`src/rtl/pcseq_pkg.sv`:
```
// Package: shared field positions, opcode codes and the next-address select type.
// Assumes a fixed 32-bit instruction word with a 6-bit opcode in the top bits.
package pcseq_pkg;

    localparam int XLEN     = 32;
    localparam int OPC_W    = 6;
    localparam int OPC_LSB  = XLEN - OPC_W;
    localparam int IMM_W    = 16;
    localparam int TGT_W    = XLEN - OPC_W;
    localparam int ALIGN_W  = 2;
    localparam int REGION_W = XLEN - TGT_W - ALIGN_W;
    localparam int SEXT_W   = XLEN - IMM_W - ALIGN_W;

    localparam logic [OPC_W-1:0] OPC_JUMP   = 6'd2;
    localparam logic [OPC_W-1:0] OPC_JLINK  = 6'd3;
    localparam logic [OPC_W-1:0] OPC_BR_EQ  = 6'd4;
    localparam logic [OPC_W-1:0] OPC_BR_NE  = 6'd5;

    typedef enum logic [1:0] {
        NX_SEQ    = 2'd0,
        NX_BRANCH = 2'd1,
        NX_JUMP   = 2'd2
    } nx_sel_e;

endpackage

```
`src/rtl/pcseq_decode.sv`:
```
// Module: picks the next-address source from the opcode and the equality flag.
// Assumes the opcode belongs to the instruction fetched at the current PC.
module pcseq_decode
    import pcseq_pkg::*;
(
    input  logic [OPC_W-1:0] opcode,
    input  logic             operands_equal,
    output nx_sel_e          nx_sel,
    output logic             is_link
);

    // Source select: branches depend on the flag, jumps always redirect, the rest advance.
    always_comb begin
        nx_sel  = NX_SEQ;
        is_link = 1'b0;
        case (opcode)
            OPC_BR_EQ: nx_sel = operands_equal ? NX_BRANCH : NX_SEQ;
            OPC_BR_NE: nx_sel = operands_equal ? NX_SEQ : NX_BRANCH;
            OPC_JUMP:  nx_sel = NX_JUMP;
            OPC_JLINK: begin
                nx_sel  = NX_JUMP;
                is_link = 1'b1;
            end
            default:   nx_sel = NX_SEQ;
        endcase
    end

    // opcode 5 with equal operands must never select the branch target
    always_comb begin
        if (opcode == OPC_BR_NE && operands_equal)
            a_bne_equal_r3: assert (nx_sel == NX_SEQ);
    end

endmodule

```
`src/rtl/pcseq_target.sv`:
```
// Module: forms the branch and jump targets from PC+4 and the instruction fields.
// Assumes PC+4 is word aligned; both targets therefore stay word aligned.
module pcseq_target
    import pcseq_pkg::*;
(
    input  logic [XLEN-1:0]  pc_plus4,
    input  logic [TGT_W-1:0] low_field,
    output logic [XLEN-1:0]  br_target,
    output logic [XLEN-1:0]  jmp_target
);

    logic [IMM_W-1:0] imm;
    logic [XLEN-1:0]  br_offset;

    // Offset: sign-extend the instruction count and scale it to bytes.
    always_comb begin
        imm       = low_field[IMM_W-1:0];
        br_offset = {{SEXT_W{imm[IMM_W-1]}}, imm, {ALIGN_W{1'b0}}};
        br_target = pc_plus4 + br_offset;
    end

    // Jump: keep the region bits of PC+4, insert the target field, append zero bits.
    always_comb begin
        jmp_target = {pc_plus4[XLEN-1 -: REGION_W], low_field, {ALIGN_W{1'b0}}};
    end

    // both targets keep word alignment whenever PC+4 is aligned
    always_comb begin
        if (pc_plus4[ALIGN_W-1:0] == '0)
            a_tgt_align_r5: assert (br_target[ALIGN_W-1:0] == '0 && jmp_target[ALIGN_W-1:0] == '0);
    end

endmodule

```
`src/rtl/pcseq_reg.sv`:
```
// Module: the program counter register with synchronous active-low reset and hold.
// Assumes RESET_VEC is word aligned.
module pcseq_reg
    import pcseq_pkg::*;
#(
    parameter logic [XLEN-1:0] RESET_VEC = 32'h0040_0000
)(
    input  logic            clk,
    input  logic            rst_n,
    input  logic            load_en,
    input  logic [XLEN-1:0] pc_next,
    output logic [XLEN-1:0] pc_q
);

    // State: reset vector on reset, new address when enabled, otherwise hold.
    always_ff @(posedge clk) begin
        if (!rst_n)
            pc_q <= RESET_VEC;
        else if (load_en)
            pc_q <= pc_next;
    end

    // reset loads the vector on the following cycle
    p_reset_vec_r8: assert property (@(posedge clk) !rst_n |=> pc_q == RESET_VEC);

    // no enable, no movement
    p_hold_r9: assert property (@(posedge clk) disable iff (!rst_n)
        !load_en |=> $stable(pc_q));

endmodule

```
`src/rtl/pc_sequencer.sv`:
```
// Module: top of the next-address unit; decodes, forms targets, selects and registers.
// Assumes instr_word is the instruction at pc_now and operands_equal belongs to it.
module pc_sequencer
    import pcseq_pkg::*;
#(
    parameter logic [XLEN-1:0] RESET_VEC = 32'h0040_0000
)(
    input  logic            clk,
    input  logic            rst_n,
    input  logic            advance_en,
    input  logic [XLEN-1:0] instr_word,
    input  logic            operands_equal,
    output logic [XLEN-1:0] pc_now,
    output logic [XLEN-1:0] pc_plus4,
    output logic            link_valid
);

    localparam logic [XLEN-1:0] STEP = XLEN'(1 << ALIGN_W);

    nx_sel_e         nx_sel;
    logic            is_link;
    logic [XLEN-1:0] br_target;
    logic [XLEN-1:0] jmp_target;
    logic [XLEN-1:0] pc_next;

    pcseq_decode u_decode (
        .opcode         (instr_word[XLEN-1 -: OPC_W]),
        .operands_equal (operands_equal),
        .nx_sel         (nx_sel),
        .is_link        (is_link)
    );

    pcseq_target u_target (
        .pc_plus4   (pc_plus4),
        .low_field  (instr_word[TGT_W-1:0]),
        .br_target  (br_target),
        .jmp_target (jmp_target)
    );

    pcseq_reg #(.RESET_VEC(RESET_VEC)) u_reg (
        .clk     (clk),
        .rst_n   (rst_n),
        .load_en (advance_en),
        .pc_next (pc_next),
        .pc_q    (pc_now)
    );

    // Sequential address and link strobe.
    always_comb begin
        pc_plus4   = pc_now + STEP;
        link_valid = is_link & advance_en;
    end

    // Next-address mux over the three sources.
    always_comb begin
        case (nx_sel)
            NX_BRANCH: pc_next = br_target;
            NX_JUMP:   pc_next = jmp_target;
            default:   pc_next = pc_plus4;
        endcase
    end

    // the PC is always word aligned once out of reset
    p_align_r8: assert property (@(posedge clk) disable iff (!rst_n)
        pc_now[ALIGN_W-1:0] == '0);

    // a sequential choice steps by exactly one word
    p_seq_step_r1: assert property (@(posedge clk) disable iff (!rst_n)
        (advance_en && nx_sel == NX_SEQ) |=> pc_now == $past(pc_now) + 32'd4);

    // taken branch-if-equal lands at PC+4 plus the scaled signed offset
    p_beq_taken_r2: assert property (@(posedge clk) disable iff (!rst_n)
        (advance_en && instr_word[31:26] == 6'd4 && operands_equal)
        |=> pc_now == $past(pc_plus4)
            + {{14{$past(instr_word[15])}}, $past(instr_word[15:0]), 2'b00});

    // a jump keeps the region bits of PC+4
    p_jump_region_r6: assert property (@(posedge clk) disable iff (!rst_n)
        (advance_en && instr_word[31:27] == 5'b00001)
        |=> pc_now[31:28] == $past(pc_plus4[31:28]));

    // no link strobe while stalled
    p_link_stall_r10: assert property (@(posedge clk) disable iff (!rst_n)
        !advance_en |-> !link_valid);

endmodule

```
`config.mk`:
```
export PLATFORM = sky130hd
export DESIGN_NAME = pc_sequencer
export DESIGN_NICKNAME = d
export VERILOG_FILES = /design/src/rtl/pcseq_pkg.sv /design/src/rtl/pcseq_decode.sv /design/src/rtl/pcseq_target.sv /design/src/rtl/pcseq_reg.sv /design/src/rtl/pc_sequencer.sv
export SDC_FILE = /design/constraint.sdc
export NUM_CORES = 1
export LEC_CHECK = 0
export BUFFER_PORTS_ARGS = -buffer_cell sky130_fd_sc_hd__buf_2
export CORE_MARGIN = 5
export CORE_UTILIZATION = 55
export DETAILED_ROUTE_END_ITERATION = 8
export PLACE_DENSITY = 0.94
export SYNTH_ARGS = -nofsm -noshare
export SYNTH_HDL_FRONTEND = slang
export SYNTH_SLANG_ARGS = --single-unit
```
`constraint.sdc`:
```
create_clock -name clk -period 4.3 [get_ports clk]
set_input_delay 0.86 -clock clk [delete_from_list [all_inputs] [get_ports clk]]
set_output_delay 0.86 -clock clk [all_outputs]
set_load 0.03 [all_outputs]
```
==> out/results.ini <==
[status]
status = finished clean

[critical_path]
rr_startpoint = u_reg.pc_q[7]$_SDFFE_PN0P_
path_buf_inv = 0
crit_arrival_ns = 4.36
endpoint_kind = register
required_ns = 4.50
cp-startpoint = u_reg.pc_q[7]$_SDFFE_PN0P_
crit_end = u_reg.pc_q[28]$_SDFFE_PN0P_
cp.depth = 13
slowest_delay_ns = 0.52
reg2reg_to = u_reg.pc_q[28]$_SDFFE_PN0P_
cp_max_fo = 7
cp_top_family = compound AO/OA/AOI/OAI gates
reg2reg_slack_ns = 0.15
cp-start-kind = register
ff2ff_path_depth = 13
slowest_stage = a211oi_1
critPathKind = register to register
path_cells = nand2_1, or3_1, xnor2_1, ha_1, a21o_1, a211oi_1, a211oi_1, o21ai_1, nand2_1, a211o_1, a31oi_1, o21ai_1, a41o_1

[yosys]
synth_area_leaders = dfxtp_1 (15%), ha_1 (11%), xnor2_1 (8.0%), a21oi_1 (4.9%), nand2_1 (4.3%)
synth_top_family_by_area = compound AO/OA/AOI/OAI gates
synth-adder-area-share_pct = 11.9
synthArstFlopShare_pct = 0
synth.area.mux_share_pct = 1.98
synthXorXnorAreaFrac_pct = 11.0
synth_seq_cells = 30
synth_largest_area_cell = dfxtp_1
yosysSeqAreaShare_pct = 14.8
synth_edf_count = 0
synth_cell_types = 69
postSynthCellCount = 536
synth_warnings = 0
synth_area_mm2 = 0.00405
synth-compound-area-share_pct = 31.2
yosys.area_share.simple_pct = 22.4
yosysTopAreaCellShare_pct = 14.8
synth.avg_cell_area_um2 = 7.55
ys.flop_type = dfxtp_1

[route]
routed_via_density = 6.65
first_pass_iters = 6
drt.antenna.violating_nets = 0
num_vias = 4779
wl_per_cell_um = 19.2
remaining_drc_errors = 0
dr.first_iter.drc_count = 531
wl_um = 13800

[floorplanning]
start_util_pct = 56.1
fp.dieW_um = 95.8
ios = 101
num_rows = 31
fp.dieH_um = 95.8
dieArea_mm2 = 0.00918
coreArea_mm2 = 0.00721

[final_layout]
antennaDiodeCount = 0
layout-drive-gt1-share_pct = 24.5
regMostFlops = u_reg.pc_q
fill_cells = 622
design_area_mm2 = 0.00479
final_cells = 719
largest_reg_flops = 30
syn_to_final_growth_pct = 18.3
reg_top3 = u_reg.pc_q: 30 flops
nets = 693
utilization_pct = 66.4

[placed_design]
dp_hpwl_um = 10000
dp_cells = 710
io_buffers = 96
place_area_mm2 = 0.00459
gp_congestion = 1.01

[cts]
clkLatencyLatePin_ns = 0.30
numCtsBuffers = 5
ctsHtreeMaxLevel = 2
root_buffer = clkbuf_8
clock-sinks = 30
path_clk_slew_ns = 0.08
cts_tree = done
ctsLongestPathBuffers = 2

[sta]
fin_crit_sh_pct = 96.6
fmax_ghz = 0.241
finalSetupViolations = 0
finalSetupTns_ns = 0
relSlewSlack_pct = 43.4
timing.hold.ws_ns = 0.594
maxSlewViolCount = 0
period_needed_ns = 4.15
worst_clock_skew_ns = 0.00853
worst_pin_slew_ns = 0.848
hold_viol = 0

[worst_hold_path]
hold_path_class = register to register

[power_and_ir_drop]
leakage_nw = 2.32
ir_drop_mv = 0.141
pwr_density_cell_mw_per_mm2 = 209

[global_route]
antenna_found_initial = 0
globalRouteOverflowTotal = 0
grt_pass1_wl_um = 21300
grt_max_degree = 43
grt_pass1_vias = 4423
grt_use_total_pct = 29.0

[run]
drv_cap = 0

## through the flow
| step | power, mW | setup slack [ns] |
|---|---|---|
| after CTS | 0.986 | 0.108 |
| after global placement | 0.604 | 0.303 |
| after detailed placement | 0.613 | 0.153 |
| final | 1.00 | 0.146 |
| after floorplan | 0.536 | 0.00124 |
| after global routing | 1.04 | -0.0439 |
## area by class of cell
type                    instances  area (um^2)  share of cell area, %
multi-input cells             456         3280                   68.5
flip-flops and latches         30          603                   12.6
repair buffers                108          571                   11.9
well taps                      99          124                   2.59
clock buffers                   6         82.6                   1.72
inverters                      18         67.6                   1.41
clock inverters                 2         60.1                   1.25
## kinds of logic (layout without fill, tap and decap cells)
group,after synthesis,in the layout
compound gates,182,182
simple gates,173,173
buf+inv,53,134
xor+xnor,51,51
fa+ha+maj,38,38
flops,30,30
mux,8,8
other cells,1,4
## power by group
part	total [mW]	switching [mW]	internal (mW)
clock network	0.381	0.133	0.247
registers	0.301	0.0145	0.287
logic	0.319	0.200	0.120
## worst reg2reg max path: stages, from the launching register on
cell and delay [ns]:
dfxtp_1 0.47, nand2_1 0.19, or3_1 0.40, xnor2_1 0.30, ha_1 0.39, a21o_1 0.23
a211oi_1 0.52, a211oi_1 0.25, o21ai_1 0.27, nand2_1 0.14, a211o_1 0.35, a31oi_1 0.25
o21ai_1 0.10, a41o_1 0.20
## worst min-delay path by stage
stage / endpoint / depth (start not counted) / start / slack (ns)
after floorplan: u_reg.pc_q[13]$_SDFFE_PN0P_ / 2 / u_reg.pc_q[13]$_SDFFE_PN0P_ / 0.63
after global placement: u_reg.pc_q[13]$_SDFFE_PN0P_ / 2 / u_reg.pc_q[13]$_SDFFE_PN0P_ / 0.53
after detailed placement: u_reg.pc_q[13]$_SDFFE_PN0P_ / 2 / u_reg.pc_q[13]$_SDFFE_PN0P_ / 0.54
after CTS: u_reg.pc_q[6]$_SDFFE_PN0P_ / 2 / u_reg.pc_q[6]$_SDFFE_PN0P_ / 0.59
after global routing: u_reg.pc_q[13]$_SDFFE_PN0P_ / 2 / u_reg.pc_q[13]$_SDFFE_PN0P_ / 0.61
final: u_reg.pc_q[22]$_SDFFE_PN1P_ / 2 / u_reg.pc_q[22]$_SDFFE_PN1P_ / 0.59
## metal layers
metal / track usage, % / vias up / part of all wire, %
met5: 0 / - / 0
met4: 13.5 / 0 / 4.1
met3: 7.58 / 71 / 12
met2: 48.5 / 348 / 47
met1: 34.6 / 2204 / 37
li1: - / 2156 / -
## synthesized netlist by cell type (4+ instances only)
cell	instances
buf_2	6
nor2_1	34
o211ai_1	6
or3_1	4
o21ai_0	33
o221ai_1	5
a22oi_1	8
a21o_1	16
buf_6	5
dfxtp_1	30
o21ai_1	6
ha_1	37
xor2_1	14
a21oi_1	40
a32oi_1	5
and3_1	8
buf_4	6
inv_1	18
xnor2_1	37
nand3_1	15
a211oi_1	4
nand4_1	12
mux2i_1	8
nor3_1	9
nand2_1	46
nor2b_1	13
and2_1	7
clkbuf_1	18
a221oi_1	10
or2_2	4
a221o_1	5
o21a_1	6
a31oi_1	9
## cells in the final DEF (no fill, tap or decap), types with 14 or more instances in the layout
cell type  instances
o21ai_0           33
dfxtp_1           28
nand3_1           15
xor2_1            14
nand2_1           46
ha_1              32
inv_1             18
nor2_1            34
a21oi_1           40
xnor2_1           29
a21o_1            16
buf_2             96
## what timing repair did
item | CTS | global route
resized for setup | 0 | 14
setup buffers | 0 | 1
endpoints found under the setup margin | 0 | 7
hold buffers | 0 | 0
(Power assumes the default switching activity.)
